==> src/rtl/psw_pkg.sv <==
package psw_pkg;
  localparam int FLAG_W = 16;
  localparam int IPL_W  = 3;

  typedef struct packed {
    logic [IPL_W-1:0] ipl;
    logic u, i, o, b, s, z, d, c;
  } psw_t;

  function automatic logic [FLAG_W-1:0] psw_pack(psw_t p);
    logic [FLAG_W-1:0] w;
    w = '0;
    w[0] = p.c; w[1] = p.d; w[2] = p.z; w[3] = p.s;
    w[4] = p.b; w[5] = p.o; w[6] = p.i; w[7] = p.u;
    w[14:12] = p.ipl;
    return w;
  endfunction

  function automatic psw_t psw_unpack(logic [FLAG_W-1:0] w);
    psw_t p;
    p.c = w[0]; p.d = w[1]; p.z = w[2]; p.s = w[3];
    p.b = w[4]; p.o = w[5]; p.i = w[6]; p.u = w[7];
    p.ipl = w[14:12];
    return p;
  endfunction
endpackage

==> src/rtl/psw_alu_flags.sv <==
module psw_alu_flags #(
  parameter int DATA_W = 16
) (
  input  logic [DATA_W-1:0] res_i,
  output logic              zero_o,
  output logic              neg_o
);
  assign zero_o = (res_i == '0);
  assign neg_o  = res_i[DATA_W-1];
endmodule

==> src/rtl/psw_irq_gate.sv <==
module psw_irq_gate #(
  parameter int PRIO_W = 3
) (
  input  logic              req_i,
  input  logic [PRIO_W-1:0] prio_i,
  input  logic              ie_i,
  input  logic [PRIO_W-1:0] ipl_i,
  output logic              ack_o
);
  // strict compare: equal level stays masked
  assign ack_o = req_i && ie_i && (prio_i > ipl_i);
endmodule

==> src/rtl/psw_vec_gen.sv <==
module psw_vec_gen #(
  parameter int ADDR_W = 20,
  parameter int NUM_W  = 6
) (
  input  logic [ADDR_W-1:0] intb_i,
  input  logic              sel_hw_i,
  input  logic [NUM_W-1:0]  hw_num_i,
  input  logic [NUM_W-1:0]  sw_num_i,
  output logic [ADDR_W-1:0] addr_o,
  output logic              sw_clr_u_o
);
  localparam int SW_CLR_MAX = 31;

  logic [NUM_W-1:0]  num;
  logic [ADDR_W-1:0] offs;

  assign num        = sel_hw_i ? hw_num_i : sw_num_i;
  assign offs       = ADDR_W'(num) << 2;
  assign addr_o     = intb_i + offs;
  assign sw_clr_u_o = (sw_num_i != '0) && (32'(sw_num_i) <= SW_CLR_MAX);

  always_comb begin
    AST_VEC_ALIGN: assert (addr_o[1:0] == intb_i[1:0]);
  end
endmodule

==> src/rtl/cpu_status_reg.sv <==
module cpu_status_reg
  import psw_pkg::*;
#(
  parameter int DATA_W = 16,
  parameter int ADDR_W = 20,
  parameter int NUM_W  = 6,
  parameter int PRIO_W = IPL_W
) (
  input  logic              clk_i,
  input  logic              rst_ni,
  input  logic              alu_we_i,
  input  logic [DATA_W-1:0] alu_res_i,
  input  logic              alu_carry_i,
  input  logic              alu_ovf_i,
  input  logic              wr_en_i,
  input  logic [FLAG_W-1:0] wr_data_i,
  input  logic              irq_req_i,
  input  logic [PRIO_W-1:0] irq_prio_i,
  input  logic [NUM_W-1:0]  irq_num_i,
  output logic              irq_ack_o,
  input  logic              swi_i,
  input  logic [NUM_W-1:0]  swi_num_i,
  input  logic              intb_we_i,
  input  logic [ADDR_W-1:0] intb_wdata_i,
  output logic [ADDR_W-1:0] intb_o,
  output logic [ADDR_W-1:0] vec_addr_o,
  output logic [FLAG_W-1:0] flags_o,
  output logic              bank_sel_o,
  output logic              usp_sel_o
);
  psw_t              psw_q;
  logic [ADDR_W-1:0] intb_q;
  logic              alu_zero, alu_neg, sw_clr_u;

  psw_alu_flags #(.DATA_W(DATA_W)) u_alu_flags (
    .res_i (alu_res_i),
    .zero_o(alu_zero),
    .neg_o (alu_neg)
  );

  psw_irq_gate #(.PRIO_W(PRIO_W)) u_irq_gate (
    .req_i (irq_req_i),
    .prio_i(irq_prio_i),
    .ie_i  (psw_q.i),
    .ipl_i (psw_q.ipl),
    .ack_o (irq_ack_o)
  );

  psw_vec_gen #(.ADDR_W(ADDR_W), .NUM_W(NUM_W)) u_vec_gen (
    .intb_i    (intb_q),
    .sel_hw_i  (irq_ack_o),
    .hw_num_i  (irq_num_i),
    .sw_num_i  (swi_num_i),
    .addr_o    (vec_addr_o),
    .sw_clr_u_o(sw_clr_u)
  );

  always_ff @(posedge clk_i or negedge rst_ni) begin
    if (!rst_ni) begin
      psw_q <= '0;
    end else if (irq_ack_o) begin
      psw_q.i   <= 1'b0;
      psw_q.u   <= 1'b0;
      psw_q.ipl <= irq_prio_i;
    end else if (wr_en_i) begin
      psw_q <= psw_unpack(wr_data_i);
    end else begin
      if (alu_we_i) begin
        psw_q.c <= alu_carry_i;
        psw_q.z <= alu_zero;
        psw_q.s <= alu_neg;
        psw_q.o <= alu_ovf_i;
      end
      if (swi_i && sw_clr_u) psw_q.u <= 1'b0;
    end
  end

  always_ff @(posedge clk_i or negedge rst_ni) begin
    if (!rst_ni)        intb_q <= '0;
    else if (intb_we_i) intb_q <= intb_wdata_i;
  end

  assign flags_o    = psw_pack(psw_q);
  assign intb_o     = intb_q;
  assign bank_sel_o = psw_q.b;
  assign usp_sel_o  = psw_q.u;

  AST_ACK_ABOVE_IPL: assert property (@(posedge clk_i) disable iff (!rst_ni)
    irq_ack_o |-> (psw_q.i && irq_prio_i > psw_q.ipl));
  AST_ACK_MASKS: assert property (@(posedge clk_i) disable iff (!rst_ni)
    irq_ack_o |=> (!psw_q.i && !psw_q.u));
  AST_ACK_LOADS_IPL: assert property (@(posedge clk_i) disable iff (!rst_ni)
    irq_ack_o |=> (psw_q.ipl == $past(irq_prio_i)));
  AST_ACK_KEEPS_ARITH: assert property (@(posedge clk_i) disable iff (!rst_ni)
    irq_ack_o |=> ($stable(psw_q.c) && $stable(psw_q.z) && $stable(psw_q.b)));
  AST_ALU_KEEPS_CTRL: assert property (@(posedge clk_i) disable iff (!rst_ni)
    (alu_we_i && !irq_ack_o && !wr_en_i) |=>
      ($stable(psw_q.b) && $stable(psw_q.d) && $stable(psw_q.i) && $stable(psw_q.ipl)));
  AST_SWI_ONLY_U: assert property (@(posedge clk_i) disable iff (!rst_ni)
    (swi_i && !irq_ack_o && !wr_en_i) |=>
      ($stable(psw_q.b) && $stable(psw_q.i) && $stable(psw_q.ipl)));
endmodule

==> config.mk <==
export PLATFORM = sky130hd
export DESIGN_NAME = cpu_status_reg
export DESIGN_NICKNAME = d
export VERILOG_FILES = /design/src/rtl/psw_pkg.sv /design/src/rtl/psw_alu_flags.sv /design/src/rtl/psw_irq_gate.sv /design/src/rtl/psw_vec_gen.sv /design/src/rtl/cpu_status_reg.sv
export SDC_FILE = /design/constraint.sdc
export NUM_CORES = 1
export LEC_CHECK = 0
export BUFFER_PORTS_ARGS = -buffer_cell sky130_fd_sc_hd__clkbuf_2
export CELL_PAD_IN_SITES_DETAIL_PLACEMENT = 1
export CELL_PAD_IN_SITES_GLOBAL_PLACEMENT = 2
export CORE_MARGIN = 2
export CORE_UTILIZATION = 26
export CTS_BUF_LIST = sky130_fd_sc_hd__clkbuf_8
export CTS_CLUSTER_DIAMETER = 60
export DETAILED_ROUTE_END_ITERATION = 8
export PLACE_DENSITY_LB_ADDON = 0.1
export SYNTH_ARGS = -nofsm -noshare
export SYNTH_HDL_FRONTEND = slang
export SYNTH_SLANG_ARGS = --single-unit
export TNS_END_PERCENT = 30
==> constraint.sdc <==
create_clock -name clk_i -period 4.3 [get_ports clk_i]
set_input_delay 0.215 -clock clk_i [delete_from_list [all_inputs] [get_ports clk_i]]
set_output_delay 0.215 -clock clk_i [all_outputs]
set_load 0.05 [all_outputs]
Word-level counts from Yosys, hierarchy flattened
Index checks and enable logic that the tools add are counted.
W data, S select, Z words.
{"block": "totals", "word_cells": 37, "ff_bits": 31, "romBits": 0, "ram_bits": 0, "memories": 0, "latchBits": 0}
{"block": "classes", "mul": 0, "n_lt_le_gt_ge": 2, "muxes": 12, "n_div": 0, "n_eq_ne": 0, "n_addsub": 1, "n_reduce_logical": 11, "n_shift": 0, "bitwise_logic": 1}
{"operator": "$add A20 B8 Y20", "count": 1}
{"operator": "$logic_not A16 Y1", "count": 1}
{"operator": "$mux W1", "count": 7}
{"operator": "$le A6 B5 Y1 const B", "count": 1}
{"operator": "$mux W6", "count": 1}
{"operator": "$reduce_bool A6 Y1", "count": 1}
{"operator": "$mux W5", "count": 1}
{"operator": "$logic_and A1 B1 Y1", "count": 4}
{"operator": "$mux W2", "count": 2}
{"operator": "$reduce_and A2 Y1", "count": 2}
{"operator": "$reduce_bool A2 Y1", "count": 2}
{"operator": "$gt A3 B3 Y1", "count": 1}
{"operator": "$mux W3", "count": 1}
{"operator": "$reduce_bool A3 Y1", "count": 1}
{"operator": "$not A1 Y1", "count": 1}

Logic depth before layout (Yosys ltp)
{"block": "depth", "word_depth": 6, "mapped_depth": 13}

Modules after synthesis
Synthesis repeated with hierarchy kept, for this count alone.
{"block": "hier_totals", "cells_unflattened": 198, "area_unflattened_um2": 2109.5}
{"module": "cpu_status_reg", "area_per_inst_um2": 1322.5, "instances": 1, "cells_per_inst": 92}
{"module": "psw_vec_gen", "area_per_inst_um2": 669.4, "instances": 1, "cells_per_inst": 90}
{"module": "psw_irq_gate", "area_per_inst_um2": 76.3, "instances": 1, "cells_per_inst": 10}
{"module": "psw_alu_flags", "area_per_inst_um2": 41.3, "instances": 1, "cells_per_inst": 6}

Least setup slack after synthesis
No wires, ideal clock.
{"block": "synth_timing", "path_kind": "register to output", "startpoint": "register psw_q, in the netlist flags_o[13]", "endpoint": "output vec_addr_o[9]", "path_stages_with_launch": 13, "setup_slack_ps": 121, "arrival_time_ps": 3964, "cell_sequence": "dfrtp_1 > inv_1 > ha_1 > nor2b_1 > o21ai_1 > a21oi_2 > buf_4 > mux2_2 > ha_1 > a211oi_1 > nor2_1 > o21a_1 > o311ai_1"}
{"block": "synth_between", "elab_chain_len": 4}
{"element": "start: declaration", "line": "cpu_status_reg.sv:31", "rtl": "psw_t psw_q;"}
{"element": "start signal: assignment", "line": "cpu_status_reg.sv:66", "rtl": "psw_q <= psw_unpack(wr_data_i);"}
{"element": "$gt A3 B3 Y1", "line": "psw_irq_gate.sv:11", "rtl": "assign ack_o = req_i && ie_i && (prio_i > ipl_i);"}
{"element": "$logic_and A1 B1 Y1", "line": "psw_irq_gate.sv:11"}
{"element": "$mux W6", "line": "psw_vec_gen.sv:17", "rtl": "assign num = sel_hw_i ? hw_num_i : sw_num_i;"}
{"element": "$add A20 B8 Y20", "line": "psw_vec_gen.sv:19", "rtl": "assign addr_o = intb_i + offs;"}
{"element": "end: declaration", "line": "cpu_status_reg.sv:26", "rtl": "output logic [ADDR_W-1:0] vec_addr_o,"}
No other way between the ends.

Worst setup path in the final report
{"block": "layout_timing", "startpoint": "register psw_q, in the netlist flags_o[13]", "endpoint": "output vec_addr_o[12]"}
Same word-level chain as after synthesis.

==> results.txt <==
- The floorplan step set the die width to 92.5 um.
- Avg WL per Cell: 14.1 um
- Worst slew margin: 42.9%
- The floorplan step defined a die boundary enclosing 8560 sq um.
* Sum of negative setup slack: 0 ps
- Clock network fraction of design power: 19.1%
- The most critical setup path has its startpoint at flags_o[13].
* Area of the multi-input gates: 1160 sq um
- Setup violations remaining at the end of the flow were counted as 0.
* Flip-flop and latch count after synthesis: 31
- Setup slack after placement: 522 ps
- Counting flops with an async set or reset pin after synthesis yields a share of 100%.
- Post-synthesis cell count: 196
- Flop2flop setup slack: 2220 ps
- Registers take 776 sq um.
- Final Non-Filler Cells: 418
* Path type of the worst min-delay path: input pin to async pin
- Cells with a size suffix above 1 make up 52.5% of the layout.
- Combinational cells account for 51.2% of the total power.
- The initial utilization of the core area, before any placement, comes to 26.7%.
- Setup repair after global routing left no endpoint under its margin.
- # placed instances: 411
- Nets: 402
* Most used cells in the layout excluding fill and tap cells: 124 x sky130_fd_sc_hd__clkbuf_2, 31 x sky130_fd_sc_hd__dfrtp_1, 28 x sky130_fd_sc_hd__mux2_2
* ANT nets after route: 0
- In this run the critical register-to-register path is launched from flags_o[13].
* Wire length of the first global-routing pass: 9370 um
* Portion of the post-synthesis area used by sequential elements: 38.1%
* Syn-to-layout area delta: 37.4%
- Data on the critical path arrives at its endpoint at 3740 ps.
- Transition time of the tightest slew-check pin: 856 ps
- Fill cells in the final layout number 905.
* Worst stage delay on the critical path: 430 ps
- End-of-flow core utilization: 36.6%
* Vias: 1,904
- The clock arrives with 3.61 ps of skew.
- Derived from the worst setup path, the maximum achievable clock frequency is 253 MHz.
- Walking the worst path, the cells encountered are inv_1, ha_1, nor2b_1, o21ai_1, a21oi_4, mux2_2, ha_1, fa_1, a211o_1, a21oi_1, a21oi_1, nand2_1, xnor2_1, clkbuf_2.
- Internal power comes to 0.000633 W.
- Number of I/O pins: 135
- Fin crit period: 3960 ps
- The number of max-slew violations in the final report was 0.
* Core Area: 7650 sq um
- Proportion of power drawn by flip-flops and latches: 29.7%
- After clock tree synthesis, the setup repair step added 0 buffers.
- The largest individual stage delay along the critical path comes from the cell sky130_fd_sc_hd__fa_1.
- Global routing used 14.0% of the available tracks.
- Of the total power, the share spent switching nets is 49.0%.
* Remaining design rule violation count: 0
- Clock latency on the worst-skew pair, taken at its later pin, is 280 ps.
- The worst setup path is captured at a primary output.
- CTS HTree Levels: 2
* # clock sinks: 31
- Largest net degree at the start of global routing: 32
- Counting distinct cell types in the post-synthesis netlist gives 39.
- Static leakage: 1.41 nW
- Initial antenna violation count: 0
- DRC marker count from the first detailed-route iteration: 30
* Count of input and output buffers: 124
- The flow ran to the end, and the final reports show no timing, DRC or antenna violations.
- The first TritonRoute pass finished after 3 iterations.
- Overall overflow remaining after global route: 0
- The critical path in this run is classified as register to primary output.
- Half-perimeter wire length after placement: 4720 um
- Dividing the detail-routed via count by the number of cells gives 4.56.
* Maximum vdd ir drop: 0.175 mV
- Power per cell area: 443 nW/um^2
- TritonCTS created 5 clock buffers.
- Clock tree from TritonCTS: done
* Endpoint of the worst setup timing path: vec_addr_o[12]
* Count of flip-flops with a built-in enable after synthesis: 0
- Post-route fraction of the period consumed by the critical path: 92.0%
* Crit path setup slack, layout: 344 ps
- In this run the core area contains 32 standard-cell rows.
- CTS Root Cell: sky130_fd_sc_hd__clkbuf_8
* Clock-pin slew on the worst setup and hold paths: 70 ps
- The via count of the first global-routing pass was 1,884.
* Required time at the worst-slack endpoint: 4090 ps
- The clock passes through at most 2 buffers.
- Chip height: 92.5 um
* Most common cell after layout, fill and taps aside: sky130_fd_sc_hd__clkbuf_2
- Maximum net fanout on the critical path: 6
* Synthesized area divided by synthesized cell count: 10.4 sq um
- After synthesis the cells add up to 2040 sq um.
- MaxCap Viol Count: 0
- Measured in cells, the most critical reg-to-reg path has a length of 8.
- Wirelength, routed: 5910 um
- Overall power after layout: 0.00124 W
- Final Hold Vio Count: 0
- Yosys warns: 0
* Worst reg2reg endpoint: bank_sel_o
* Most used DFF post-synth: sky130_fd_sc_hd__dfrtp_1
- Number of diodes added for antenna fixing: 0
- The analysis attributes to net switching a power of 0.000607 W.
- Routability-driven placement finished with a final weighted congestion of 0.690.
- The worst setup path is launched from a register.
[worst max-delay path: cells and delay by family (launching register included)]
| family | cells | cell delay [ps] |
|---|---|---|
| fa+ha+maj | 3 | 930 |
| flops | 1 | 370 |
| buf+inv | 2 | 350 |
| simple gates | 2 | 250 |
| compound gates | 5 | 1080 |
| xor+xnor | 1 | 120 |
| mux | 1 | 370 |
[cell families after synthesis]
group | after synthesis | synth area share (%)
simple gates | 52 | 14.6
compound gates | 35 | 11.4
mux | 32 | 17.4
flops | 31 | 38.1
buf+inv | 22 | 6.20
xor+xnor | 13 | 5.59
fa+ha+maj | 10 | 6.51
other cells | 1 | 0.184
[metal layers]
metal | routed length, um | up-vias | global-route usage [%]
met1 | 2620 | 892 | 18.5
met3 | 581 | 4 | 4.64
met2 | 2660 | 85 | 21.8
li1 | - | 923 | -
met4 | 48 | 0 | 4.10
met5 | 0 | - | 0
[power groups by stage]
stage	Combinational [W]	Clock (W)	Sequential, W
after floorplan	0.000367	0	0.000499
after global placement	0.000637	0	0.000375
after detailed placement	0.000640	0	0.000376
after CTS	0.000642	0.000251	0.000370
after global routing	0.000678	0.000265	0.000379
final	0.000635	0.000237	0.000369
[state kept, by name (all words and copies together) (netlist names)]
| register | flops |
|---|---|
| usp_sel_o | 1 |
| bank_sel_o | 1 |
| flags_o | 9 |
| intb_o | 20 |
[layout make-up]
type | count | area share, %
Sequential cell | 31 | 27.7
Timing Repair Buffer | 125 | 22.4
Multi-Input combinational cell | 147 | 41.4
Clock inverter | 1 | 0.179
Tap cell | 102 | 4.56
Inverter | 6 | 0.804
Clock buffer | 6 | 2.95
[cell usage after synthesis (2+ instances only)]
library cell               number  area (sq um)
sky130_fd_sc_hd__inv_1          6          22.5
sky130_fd_sc_hd__and3_1         2          12.5
sky130_fd_sc_hd__a21o_1         5          37.5
sky130_fd_sc_hd__nand2_1       17          63.8
sky130_fd_sc_hd__nand3b_1       2          15.0
sky130_fd_sc_hd__nor2b_1        5          31.3
sky130_fd_sc_hd__mux2i_1        4          40.0
sky130_fd_sc_hd__o21a_1         3          22.5
sky130_fd_sc_hd__nand3_1        7          35.0
sky130_fd_sc_hd__nor4_1         4          25.0
sky130_fd_sc_hd__clkbuf_1       2          7.51
sky130_fd_sc_hd__buf_4         11          82.6
sky130_fd_sc_hd__xnor2_1       10          87.6
sky130_fd_sc_hd__buf_2          2          10.0
sky130_fd_sc_hd__nor2_1         6          22.5
sky130_fd_sc_hd__dfrtp_1       31           776
sky130_fd_sc_hd__o21ai_1        3          15.0
sky130_fd_sc_hd__ha_1           9           113
sky130_fd_sc_hd__mux2_2        28           315
sky130_fd_sc_hd__a211oi_1       5          37.5
sky130_fd_sc_hd__xor2_1         3          26.3
sky130_fd_sc_hd__o21ai_0        9          45.0
sky130_fd_sc_hd__a21oi_1        5          25.0
sky130_fd_sc_hd__and3_4         2          22.5
[worst min-delay path by stage]
stage / to / slack [ps]
6_report: intb_o[6] / 40
5_1_grt: intb_o[6] / 100
4_1_cts: intb_o[6] / 60
3_5_place_dp: intb_o[3] / 370
3_3_place_gp: intb_o[3] / 370
2_1_floorplan: bank_sel_o / -80
[through the flow]
step	cell area (sq um)	hold slack, ps
2_1_floorplan	2050	-80.6
3_3_place_gp	2710	374
3_5_place_dp	2710	373
4_1_cts	2790	62.7
5_1_grt	2800	95.2
6_report	2800	35.5
[repair_timing]
action                     CTS  global route
setup endpoints to repair    0             6
hold buffers                 0             0
resized for setup            0             1
No activity file was read; power rests on OpenSTA's default activity.
